### src/rtl/ddr2_init_pkg.sv
package ddr2_init_pkg;

  typedef enum logic [2:0] {
    CMD_NOP  = 3'd0,
    CMD_PREA = 3'd1,
    CMD_MRS  = 3'd2,
    CMD_EMRS = 3'd3,
    CMD_REF  = 3'd4,
    CMD_NORM = 3'd5,
    CMD_WR   = 3'd6,
    CMD_NONE = 3'd7
  } cmd_e;

  typedef enum logic [2:0] {
    ACT_NONE, ACT_CKE_ON, ACT_DLL_SET, ACT_DLL_CLR, ACT_OCD_SET, ACT_OCD_CLR, ACT_DONE
  } act_e;

  typedef enum logic [2:0] {
    W_ZERO, W_CMD, W_CKE, W_PWR, W_SETTLE, W_RFC
  } wait_e;

  typedef struct packed {
    cmd_e       cmd;
    logic [1:0] emr_idx;
    act_e       act;
    wait_e      wt;
  } step_t;

  localparam int unsigned NUM_STEPS = 20;
  localparam int unsigned STEP_W    = $clog2(NUM_STEPS);

  function automatic int unsigned ns2cyc(int unsigned ns, int unsigned mhz);
    longint unsigned p;
    p = longint'(ns) * longint'(mhz) + 64'd999;
    return int'(p / 64'd1000);
  endfunction

  function automatic int unsigned maxu(int unsigned a, int unsigned b);
    return (a > b) ? a : b;
  endfunction

  // fixed power-up ordering
  function automatic step_t step_of(logic [STEP_W-1:0] i);
    case (i)
      5'd0:    return '{CMD_NOP,  2'd0, ACT_NONE,    W_PWR};
      5'd1:    return '{CMD_NOP,  2'd0, ACT_CKE_ON,  W_CKE};
      5'd2:    return '{CMD_PREA, 2'd0, ACT_NONE,    W_CMD};
      5'd3:    return '{CMD_EMRS, 2'd2, ACT_NONE,    W_CMD};
      5'd4:    return '{CMD_EMRS, 2'd3, ACT_NONE,    W_SETTLE};
      5'd5:    return '{CMD_EMRS, 2'd1, ACT_NONE,    W_SETTLE};
      5'd6:    return '{CMD_NONE, 2'd0, ACT_DLL_SET, W_ZERO};
      5'd7:    return '{CMD_MRS,  2'd0, ACT_NONE,    W_CMD};
      5'd8:    return '{CMD_PREA, 2'd0, ACT_NONE,    W_RFC};
      5'd9:    return '{CMD_REF,  2'd0, ACT_NONE,    W_RFC};
      5'd10:   return '{CMD_REF,  2'd0, ACT_NONE,    W_RFC};
      5'd11:   return '{CMD_NONE, 2'd0, ACT_DLL_CLR, W_ZERO};
      5'd12:   return '{CMD_MRS,  2'd0, ACT_NONE,    W_CMD};
      5'd13:   return '{CMD_NONE, 2'd0, ACT_OCD_SET, W_CMD};
      5'd14:   return '{CMD_EMRS, 2'd1, ACT_NONE,    W_CMD};
      5'd15:   return '{CMD_NONE, 2'd0, ACT_OCD_CLR, W_CMD};
      5'd16:   return '{CMD_EMRS, 2'd1, ACT_NONE,    W_CMD};
      5'd17:   return '{CMD_NORM, 2'd0, ACT_NONE,    W_CMD};
      5'd18:   return '{CMD_WR,   2'd0, ACT_NONE,    W_ZERO};
      default: return '{CMD_NONE, 2'd0, ACT_DONE,    W_ZERO};
    endcase
  endfunction

endpackage

### src/rtl/ddr2_init_steps.sv
module ddr2_init_steps
  import ddr2_init_pkg::*;
#(
  parameter int unsigned CLK_MHZ   = 200,
  parameter int unsigned T_PWR_NS  = 200000,
  parameter int unsigned T_CKE_NS  = 200,
  parameter int unsigned T_CMD_NS  = 15,
  parameter int unsigned T_SETL_NS = 1000,
  parameter int unsigned T_RFC_NS  = 400,
  parameter int unsigned CNT_W     = 16
) (
  input  logic [STEP_W-1:0] step_i,
  output cmd_e              cmd_o,
  output logic [1:0]        emr_idx_o,
  output act_e              act_o,
  output logic [CNT_W-1:0]  wait_cyc_o
);
  localparam logic [CNT_W-1:0] C_CMD = CNT_W'(ns2cyc(T_CMD_NS,  CLK_MHZ));
  localparam logic [CNT_W-1:0] C_CKE = CNT_W'(ns2cyc(T_CKE_NS,  CLK_MHZ));
  localparam logic [CNT_W-1:0] C_PWR = CNT_W'(ns2cyc(T_PWR_NS,  CLK_MHZ));
  localparam logic [CNT_W-1:0] C_SET = CNT_W'(ns2cyc(T_SETL_NS, CLK_MHZ));
  localparam logic [CNT_W-1:0] C_RFC = CNT_W'(ns2cyc(T_RFC_NS,  CLK_MHZ));

  step_t cur;
  assign cur       = step_of(step_i);
  assign cmd_o     = cur.cmd;
  assign emr_idx_o = cur.emr_idx;
  assign act_o     = cur.act;

  always_comb begin
    unique case (cur.wt)
      W_CMD:    wait_cyc_o = C_CMD;
      W_CKE:    wait_cyc_o = C_CKE;
      W_PWR:    wait_cyc_o = C_PWR;
      W_SETTLE: wait_cyc_o = C_SET;
      W_RFC:    wait_cyc_o = C_RFC;
      default:  wait_cyc_o = '0;
    endcase
  end
endmodule

### src/rtl/ddr2_wait_cnt.sv
module ddr2_wait_cnt #(
  parameter int unsigned CNT_W = 16
) (
  input  logic             clk_i,
  input  logic             rst_ni,
  input  logic             load_i,
  input  logic [CNT_W-1:0] val_i,
  output logic             last_o
);
  logic [CNT_W-1:0] cnt_q;

  always_ff @(posedge clk_i or negedge rst_ni) begin
    if (!rst_ni)            cnt_q <= '0;
    else if (load_i)        cnt_q <= val_i;
    else if (cnt_q != '0)   cnt_q <= cnt_q - 1'b1;
  end

  assign last_o = (cnt_q == CNT_W'(1));

  AST_LOAD_WHEN_IDLE: assert property (@(posedge clk_i) disable iff (!rst_ni)
    load_i |-> cnt_q == '0);
endmodule

### src/rtl/ddr2_init_seq.sv
module ddr2_init_seq
  import ddr2_init_pkg::*;
#(
  parameter int unsigned    CLK_MHZ    = 200,
  parameter int unsigned    T_PWR_NS   = 200000,
  parameter int unsigned    T_CKE_NS   = 200,
  parameter int unsigned    T_CMD_NS   = 15,
  parameter int unsigned    T_SETL_NS  = 1000,
  parameter int unsigned    T_RFC_NS   = 400,
  parameter int unsigned    ADDR_W     = 32,
  parameter int unsigned    DATA_W     = 32,
  parameter int unsigned    BA_LSB     = 12,
  parameter int unsigned    CAS_LAT    = 3,
  parameter int unsigned    REF_W      = 12,
  parameter logic [REF_W-1:0]  REF_INT    = 12'h40F,
  parameter logic [DATA_W-1:0] WR_PATTERN = 32'hA5A5A5D1
) (
  input  logic              clk_i,
  input  logic              rst_ni,
  output logic              cmd_valid_o,
  input  logic              cmd_ready_i,
  output logic [2:0]        cmd_type_o,
  output logic [ADDR_W-1:0] cmd_addr_o,
  output logic [DATA_W-1:0] cmd_data_o,
  output logic              cke_o,
  output logic              dll_rst_o,
  output logic              ocd_dflt_o,
  output logic              init_done_o,
  output logic [REF_W-1:0]  refresh_int_o
);
  localparam int unsigned MAX_CYC = maxu(maxu(ns2cyc(T_PWR_NS, CLK_MHZ), ns2cyc(T_CKE_NS, CLK_MHZ)),
                                         maxu(maxu(ns2cyc(T_CMD_NS, CLK_MHZ), ns2cyc(T_SETL_NS, CLK_MHZ)),
                                              ns2cyc(T_RFC_NS, CLK_MHZ)));
  localparam int unsigned CNT_W = $clog2(MAX_CYC + 1);
  localparam logic [DATA_W-1:0] MR_VAL = DATA_W'((CAS_LAT << 4) | 2);

  typedef enum logic [1:0] {S_IDLE, S_ISSUE, S_WAIT, S_DONE} st_e;

  st_e               st_q;
  logic [STEP_W-1:0] step_q;
  logic              cke_q, dll_q, ocd_q, done_q;
  logic [REF_W-1:0]  ref_q;

  cmd_e              cur_cmd;
  logic [1:0]        cur_emr;
  act_e              cur_act;
  logic [CNT_W-1:0]  wait_cyc;
  logic              is_cmd, proceed, wait_nz, cnt_last;

  ddr2_init_steps #(
    .CLK_MHZ(CLK_MHZ), .T_PWR_NS(T_PWR_NS), .T_CKE_NS(T_CKE_NS), .T_CMD_NS(T_CMD_NS),
    .T_SETL_NS(T_SETL_NS), .T_RFC_NS(T_RFC_NS), .CNT_W(CNT_W)
  ) u_steps (
    .step_i(step_q), .cmd_o(cur_cmd), .emr_idx_o(cur_emr), .act_o(cur_act), .wait_cyc_o(wait_cyc)
  );

  assign is_cmd  = (cur_cmd != CMD_NONE);
  assign proceed = (st_q == S_ISSUE) && (!is_cmd || cmd_ready_i);
  assign wait_nz = (wait_cyc != '0);

  ddr2_wait_cnt #(.CNT_W(CNT_W)) u_cnt (
    .clk_i(clk_i), .rst_ni(rst_ni), .load_i(proceed && wait_nz), .val_i(wait_cyc), .last_o(cnt_last)
  );

  always_ff @(posedge clk_i or negedge rst_ni) begin
    if (!rst_ni) begin
      st_q <= S_IDLE; step_q <= '0;
      cke_q <= 1'b0; dll_q <= 1'b0; ocd_q <= 1'b0; done_q <= 1'b0; ref_q <= '0;
    end else begin
      unique case (st_q)
        S_IDLE: st_q <= S_ISSUE;
        S_ISSUE: if (proceed) begin
          unique case (cur_act)
            ACT_CKE_ON:  cke_q <= 1'b1;
            ACT_DLL_SET: dll_q <= 1'b1;
            ACT_DLL_CLR: dll_q <= 1'b0;
            ACT_OCD_SET: ocd_q <= 1'b1;
            ACT_OCD_CLR: ocd_q <= 1'b0;
            ACT_DONE: begin done_q <= 1'b1; ref_q <= REF_INT; end
            default: ;
          endcase
          if (cur_act == ACT_DONE) st_q <= S_DONE;
          else if (wait_nz)        st_q <= S_WAIT;
          else                     step_q <= step_q + 1'b1;
        end
        S_WAIT: if (cnt_last) begin
          st_q   <= S_ISSUE;
          step_q <= step_q + 1'b1;
        end
        default: ;
      endcase
    end
  end

  assign cmd_valid_o   = (st_q == S_ISSUE) && is_cmd;
  assign cmd_type_o    = cmd_valid_o ? cur_cmd : CMD_NOP;
  assign cmd_addr_o    = (cmd_valid_o && cur_cmd == CMD_EMRS) ? (ADDR_W'(cur_emr) << BA_LSB) : '0;
  assign cmd_data_o    = !cmd_valid_o          ? '0 :
                         (cur_cmd == CMD_MRS)  ? MR_VAL :
                         (cur_cmd == CMD_WR)   ? WR_PATTERN : '0;
  assign cke_o         = cke_q;
  assign dll_rst_o     = dll_q;
  assign ocd_dflt_o    = ocd_q;
  assign init_done_o   = done_q;
  assign refresh_int_o = ref_q;

  AST_CMD_HOLD: assert property (@(posedge clk_i) disable iff (!rst_ni)
    cmd_valid_o && !cmd_ready_i |=> cmd_valid_o && $stable(cmd_type_o)
                                    && $stable(cmd_addr_o) && $stable(cmd_data_o));
  AST_EMR_BANK: assert property (@(posedge clk_i) disable iff (!rst_ni)
    cmd_valid_o && cmd_type_o == CMD_EMRS |-> cmd_addr_o[BA_LSB +: 2] != 2'd0);
  AST_CKE_BEFORE_CMD: assert property (@(posedge clk_i) disable iff (!rst_ni)
    cmd_valid_o && cmd_type_o != CMD_NOP |-> cke_o);
  AST_DLL_OCD_EXCL: assert property (@(posedge clk_i) disable iff (!rst_ni)
    !(dll_rst_o && ocd_dflt_o));
  AST_REF_ZERO_EARLY: assert property (@(posedge clk_i) disable iff (!rst_ni)
    !init_done_o |-> refresh_int_o == '0);
  AST_QUIET_AFTER_DONE: assert property (@(posedge clk_i) disable iff (!rst_ni)
    init_done_o |-> !cmd_valid_o);
  AST_DONE_HOLD: assert property (@(posedge clk_i) disable iff (!rst_ni)
    init_done_o |=> init_done_o && $stable(refresh_int_o));
endmodule

### config.mk
export PLATFORM = sky130hd
export DESIGN_NAME = ddr2_init_seq
export DESIGN_NICKNAME = d
export VERILOG_FILES = /design/src/rtl/ddr2_init_pkg.sv /design/src/rtl/ddr2_init_steps.sv /design/src/rtl/ddr2_wait_cnt.sv /design/src/rtl/ddr2_init_seq.sv
export SDC_FILE = /design/constraint.sdc
export NUM_CORES = 1
export LEC_CHECK = 0
export BUFFER_PORTS_ARGS = -buffer_cell sky130_fd_sc_hd__buf_2
export CAP_MARGIN = 20
export CORE_MARGIN = 5
export CORE_UTILIZATION = 46
export CTS_BUF_LIST = sky130_fd_sc_hd__clkbuf_4 sky130_fd_sc_hd__clkbuf_8 sky130_fd_sc_hd__clkbuf_16
export DETAILED_ROUTE_END_ITERATION = 7
export PLACE_DENSITY_LB_ADDON = 0.05
export REMOVE_ABC_BUFFERS = 1
export SETUP_SLACK_MARGIN = 0.15
export SYNTH_ARGS = -nofsm -noshare
export SYNTH_HDL_FRONTEND = slang
export SYNTH_SLANG_ARGS = --single-unit
### constraint.sdc
create_clock -name clk_i -period 2.6 [get_ports clk_i]
set_input_delay 0 -clock clk_i [delete_from_list [all_inputs] [get_ports clk_i]]
set_output_delay 0 -clock clk_i [all_outputs]
set_load 0.005 [all_outputs]
==> results.sh <==
export IMPL_status="completed"
export IMPL_path_cells="buf_4, inv_2, ha_1, mux2i_1, o21ai_0, o21ai_1, buf_4, inv_1, or3_1, nor4_2, buf_2"
export IMPL_grt_max_degree=28
export IMPL_post_synth_instance_area_sq_mm=0.00246
export IMPL_grt_pass1_vias=1796
export IMPL_end_kind="primary output"
export IMPL_rr_startpoint="step_q[1]"
export IMPL_internal_power_w=0.000790
export IMPL_totalWireLength_um=5320
export IMPL_synth_async_reset_ratio_pct=100
export IMPL_p_per_area_mw_per_mm2=448
export IMPL_arrival_ns=2.39
export IMPL_design_area_sq_mm=0.00269
export IMPL_core_sq_mm=0.00514
export IMPL_cap_violations=0
export IMPL_r2r_end="ocd_dflt_o"
export IMPL_syn_inst=287
export IMPL_worstPathRequired_ns=2.60
export IMPL_start_kind="flip-flop"
export IMPL_postPlaceCellArea_sq_mm=0.00245
export IMPL_pwr_share_seq_pct=50.9
export IMPL_groute_usage_overall_pct=14.6
export IMPL_timing_fmax_mhz=419
export IMPL_synth_cell_types=52
export IMPL_drt_initial_drc_count=72
export IMPL_r2r_cells=9
export IMPL_chipHeight_um=83.1
export IMPL_rrSetupSlack_ns=0.22
export IMPL_finalSetupTns_ns=0
export IMPL_nNetsFinal=341
export IMPL_critPathTopFamily="buffers and inverters"
export IMPL_syn_avg_cell_area_sq_um=8.56
export IMPL_clk_latency_ns=0.27
export IMPL_ir_drop_uv=224
export IMPL_clock_skew_ns=0.00452
export IMPL_drive_gt1_share_pct=29.1
export IMPL_antenna_found_initial=0
export IMPL_hold_viol=0
export IMPL_numClockSinks=27
export IMPL_slew_violations=0
export IMPL_path_clk_slew_ns=0.10
export IMPL_switching_share_pct=34.5
export IMPL_final_common_cell="conb_1"
export IMPL_hpwl_um=4000
export IMPL_grt_pass1_wl_um=8570
export IMPL_cp_slowest_stage_delay_ns=0.45
export IMPL_leakage_nw=1.28
export IMPL_detail_route_vias_per_cell=4.87
export IMPL_fill_cells=509
export IMPL_chipWidth_um=83.1
export IMPL_power_switching_w=0.000416
export IMPL_hp_class="input port to flip-flop"
export IMPL_vias=1934
export IMPL_floorplan_die_area_sq_mm=0.00690
export IMPL_num_io_pins=87
export IMPL_regArea_sq_um=678
export IMPL_synth_edf_count=0
export IMPL_layout_common_cells="51 x conb_1, 36 x buf_2, 28 x buf_4"
export IMPL_rsz0062_at_grt="true"
export IMPL_tightest_slew_ns=0.626
export IMPL_syn_to_final_growth_pct=9.68
export IMPL_ant_nets=0
export IMPL_drc=0
export IMPL_numCtsBuffers=3
export IMPL_report_power_total_w=0.00121
export IMPL_start_util_pct=47.8
export IMPL_hold_start="cmd_ready_i"
export IMPL_rows=26
export IMPL_crit_fanout=4
export IMPL_finalSetupViolCount=0
export IMPL_layout_cells_non_filler=397
export IMPL_crit_top_cell="buf_4"
export IMPL_crit_start="step_q[1]"
export IMPL_gp_congestion=0.780
export IMPL_fin_crit_sh_pct=91.8
export IMPL_power_frac_comb_pct=28.4
export IMPL_finalCriticalPeriod_ns=2.39
export IMPL_clkPwrFrac_pct=20.7
export IMPL_synth_ff_latch_count=27
export IMPL_synthFlopType="dfrtp_1"
export IMPL_grt_ovfl_total=0
export IMPL_cts_tree="done"
export IMPL_ys_warn_count=0
export IMPL_multi_input_area_sq_mm=0.00141
export IMPL_firstDrtPassIters=4
export IMPL_path_class="flip-flop to primary output"
export IMPL_clockBufferDepth=2
export IMPL_cp_slowest_cell="dfrtp_2"
export IMPL_hold_depth=4
export IMPL_hold_end="st_q[1]"
export IMPL_cp_num_buf_inv=5
export IMPL_cts_htree_levels=1
export IMPL_io_buffers=35
export IMPL_dp_cells=378
export IMPL_utilization_pct=52.4
export IMPL_slew_limit_headroom_pct=58.3
export IMPL_synth_seq_area_share_pct=27.5
export IMPL_avgRoutedWirePerCell_um=13.4
export IMPL_num_antenna_cells=0
export IMPL_cts_root_buf="clkbuf_8"
-- sequential cells by signal, indices dropped and copies added (netlist names) --
signal and cells:
step_q 5, dll_rst_o 1, st_q 2, refresh_int_o 1
u_cnt.cnt_q 16, cke_o 1, ocd_dflt_o 1
-- metrics by stage --
step                hold slack, ns  setup slack [ns]
finish                       0.253             0.214
global route                 0.270            0.0760
CTS                          0.272             0.197
detailed placement          0.0636             0.151
global placement            0.0621             0.226
floorplan                   -0.296            -0.579
-- synthesized netlist by cell type (3+ instances only) --
master / instances / area, sq um
nor4_1: 5 / 31.3
a211oi_1: 4 / 30.0
xnor2_1: 9 / 78.8
ha_1: 10 / 125
a31oi_1: 5 / 31.3
nand3_1: 9 / 45.0
nand2b_1: 4 / 25.0
mux2i_1: 8 / 80.1
clkbuf_1: 4 / 15.0
buf_2: 4 / 20.0
dfrtp_1: 27 / 676
nor2_1: 16 / 60.1
o22ai_1: 5 / 31.3
o21ai_0: 12 / 60.1
mux2_2: 3 / 33.8
inv_1: 11 / 41.3
nor3_1: 11 / 55.1
buf_4: 73 / 548
a21oi_1: 11 / 55.1
nor2b_1: 4 / 25.0
or3_1: 3 / 18.8
nand2_1: 12 / 45.0
nor3b_1: 4 / 30.0
-- area by class of cell --
cell class | instances | area share (%)
inverter | 12 | 1.67
clock buffer | 3 | 1.53
timing repair buffer | 67 | 15.7
clock inverter | 1 | 0.279
tap | 70 | 3.25
multi-input combinational | 217 | 52.4
sequential | 27 | 25.2
-- layer usage --
| layer | vias up | share of wire [%] | GRT usage, % |
|---|---|---|---|
| met5 | - | 0 | 0 |
| met4 | 0 | 0.87 | 3.57 |
| met3 | 8 | 6.2 | 2.08 |
| met2 | 71 | 50 | 25.6 |
| met1 | 890 | 43 | 19.0 |
| li1 | 965 | - | - |
-- kinds of logic after synthesis --
group | count (synthesis) | synth area share (%)
buf+inv | 93 | 25.6
simple gates | 80 | 17.7
compound gates | 53 | 14.5
flops | 27 | 27.5
mux | 13 | 5.86
fa+ha+maj | 11 | 5.50
xor+xnor | 9 | 3.21
other cells | 1 | 0.153
-- worst max-delay path by stage --
stage	cells after the start	to	slack (ns)
after floorplan	7	cmd_data_o[0]	-0.58
after global placement	9	step_q[1]	0.23
after detailed placement	9	step_q[1]	0.15
after CTS	6	step_q[1]	0.20
after global routing	11	cmd_addr_o[13]	0.08
final	11	cmd_addr_o[13]	0.21
-- power by group through the flow --
stage | clock network [W] | registers, W | logic, W
2_1_floorplan | 0 | 0.000599 | 0.000255
5_1_grt | 0.000274 | 0.000630 | 0.000396
6_report | 0.000250 | 0.000615 | 0.000342
4_1_cts | 0.000255 | 0.000612 | 0.000334
3_5_place_dp | 0 | 0.000620 | 0.000326
3_3_place_gp | 0 | 0.000623 | 0.000328
-- what timing repair did --
item | CTS | global route
endpoints found under the setup margin | 4 | 20
resized for setup | 7 | 12
gates cloned | 0 | 1
hold endpoints to repair | 27 | 0
buffers inserted | 7 | 6
pin swaps | 2 | 2
hold buffers | 1 | 0
-- tightest hold or removal path, cell delays in order --
cell     delay (ns)
buf_2          0.11
a31oi_4        0.04
buf_6          0.13
o31ai_1        0.22
Note: power is estimated with default switching activity, not from simulation.
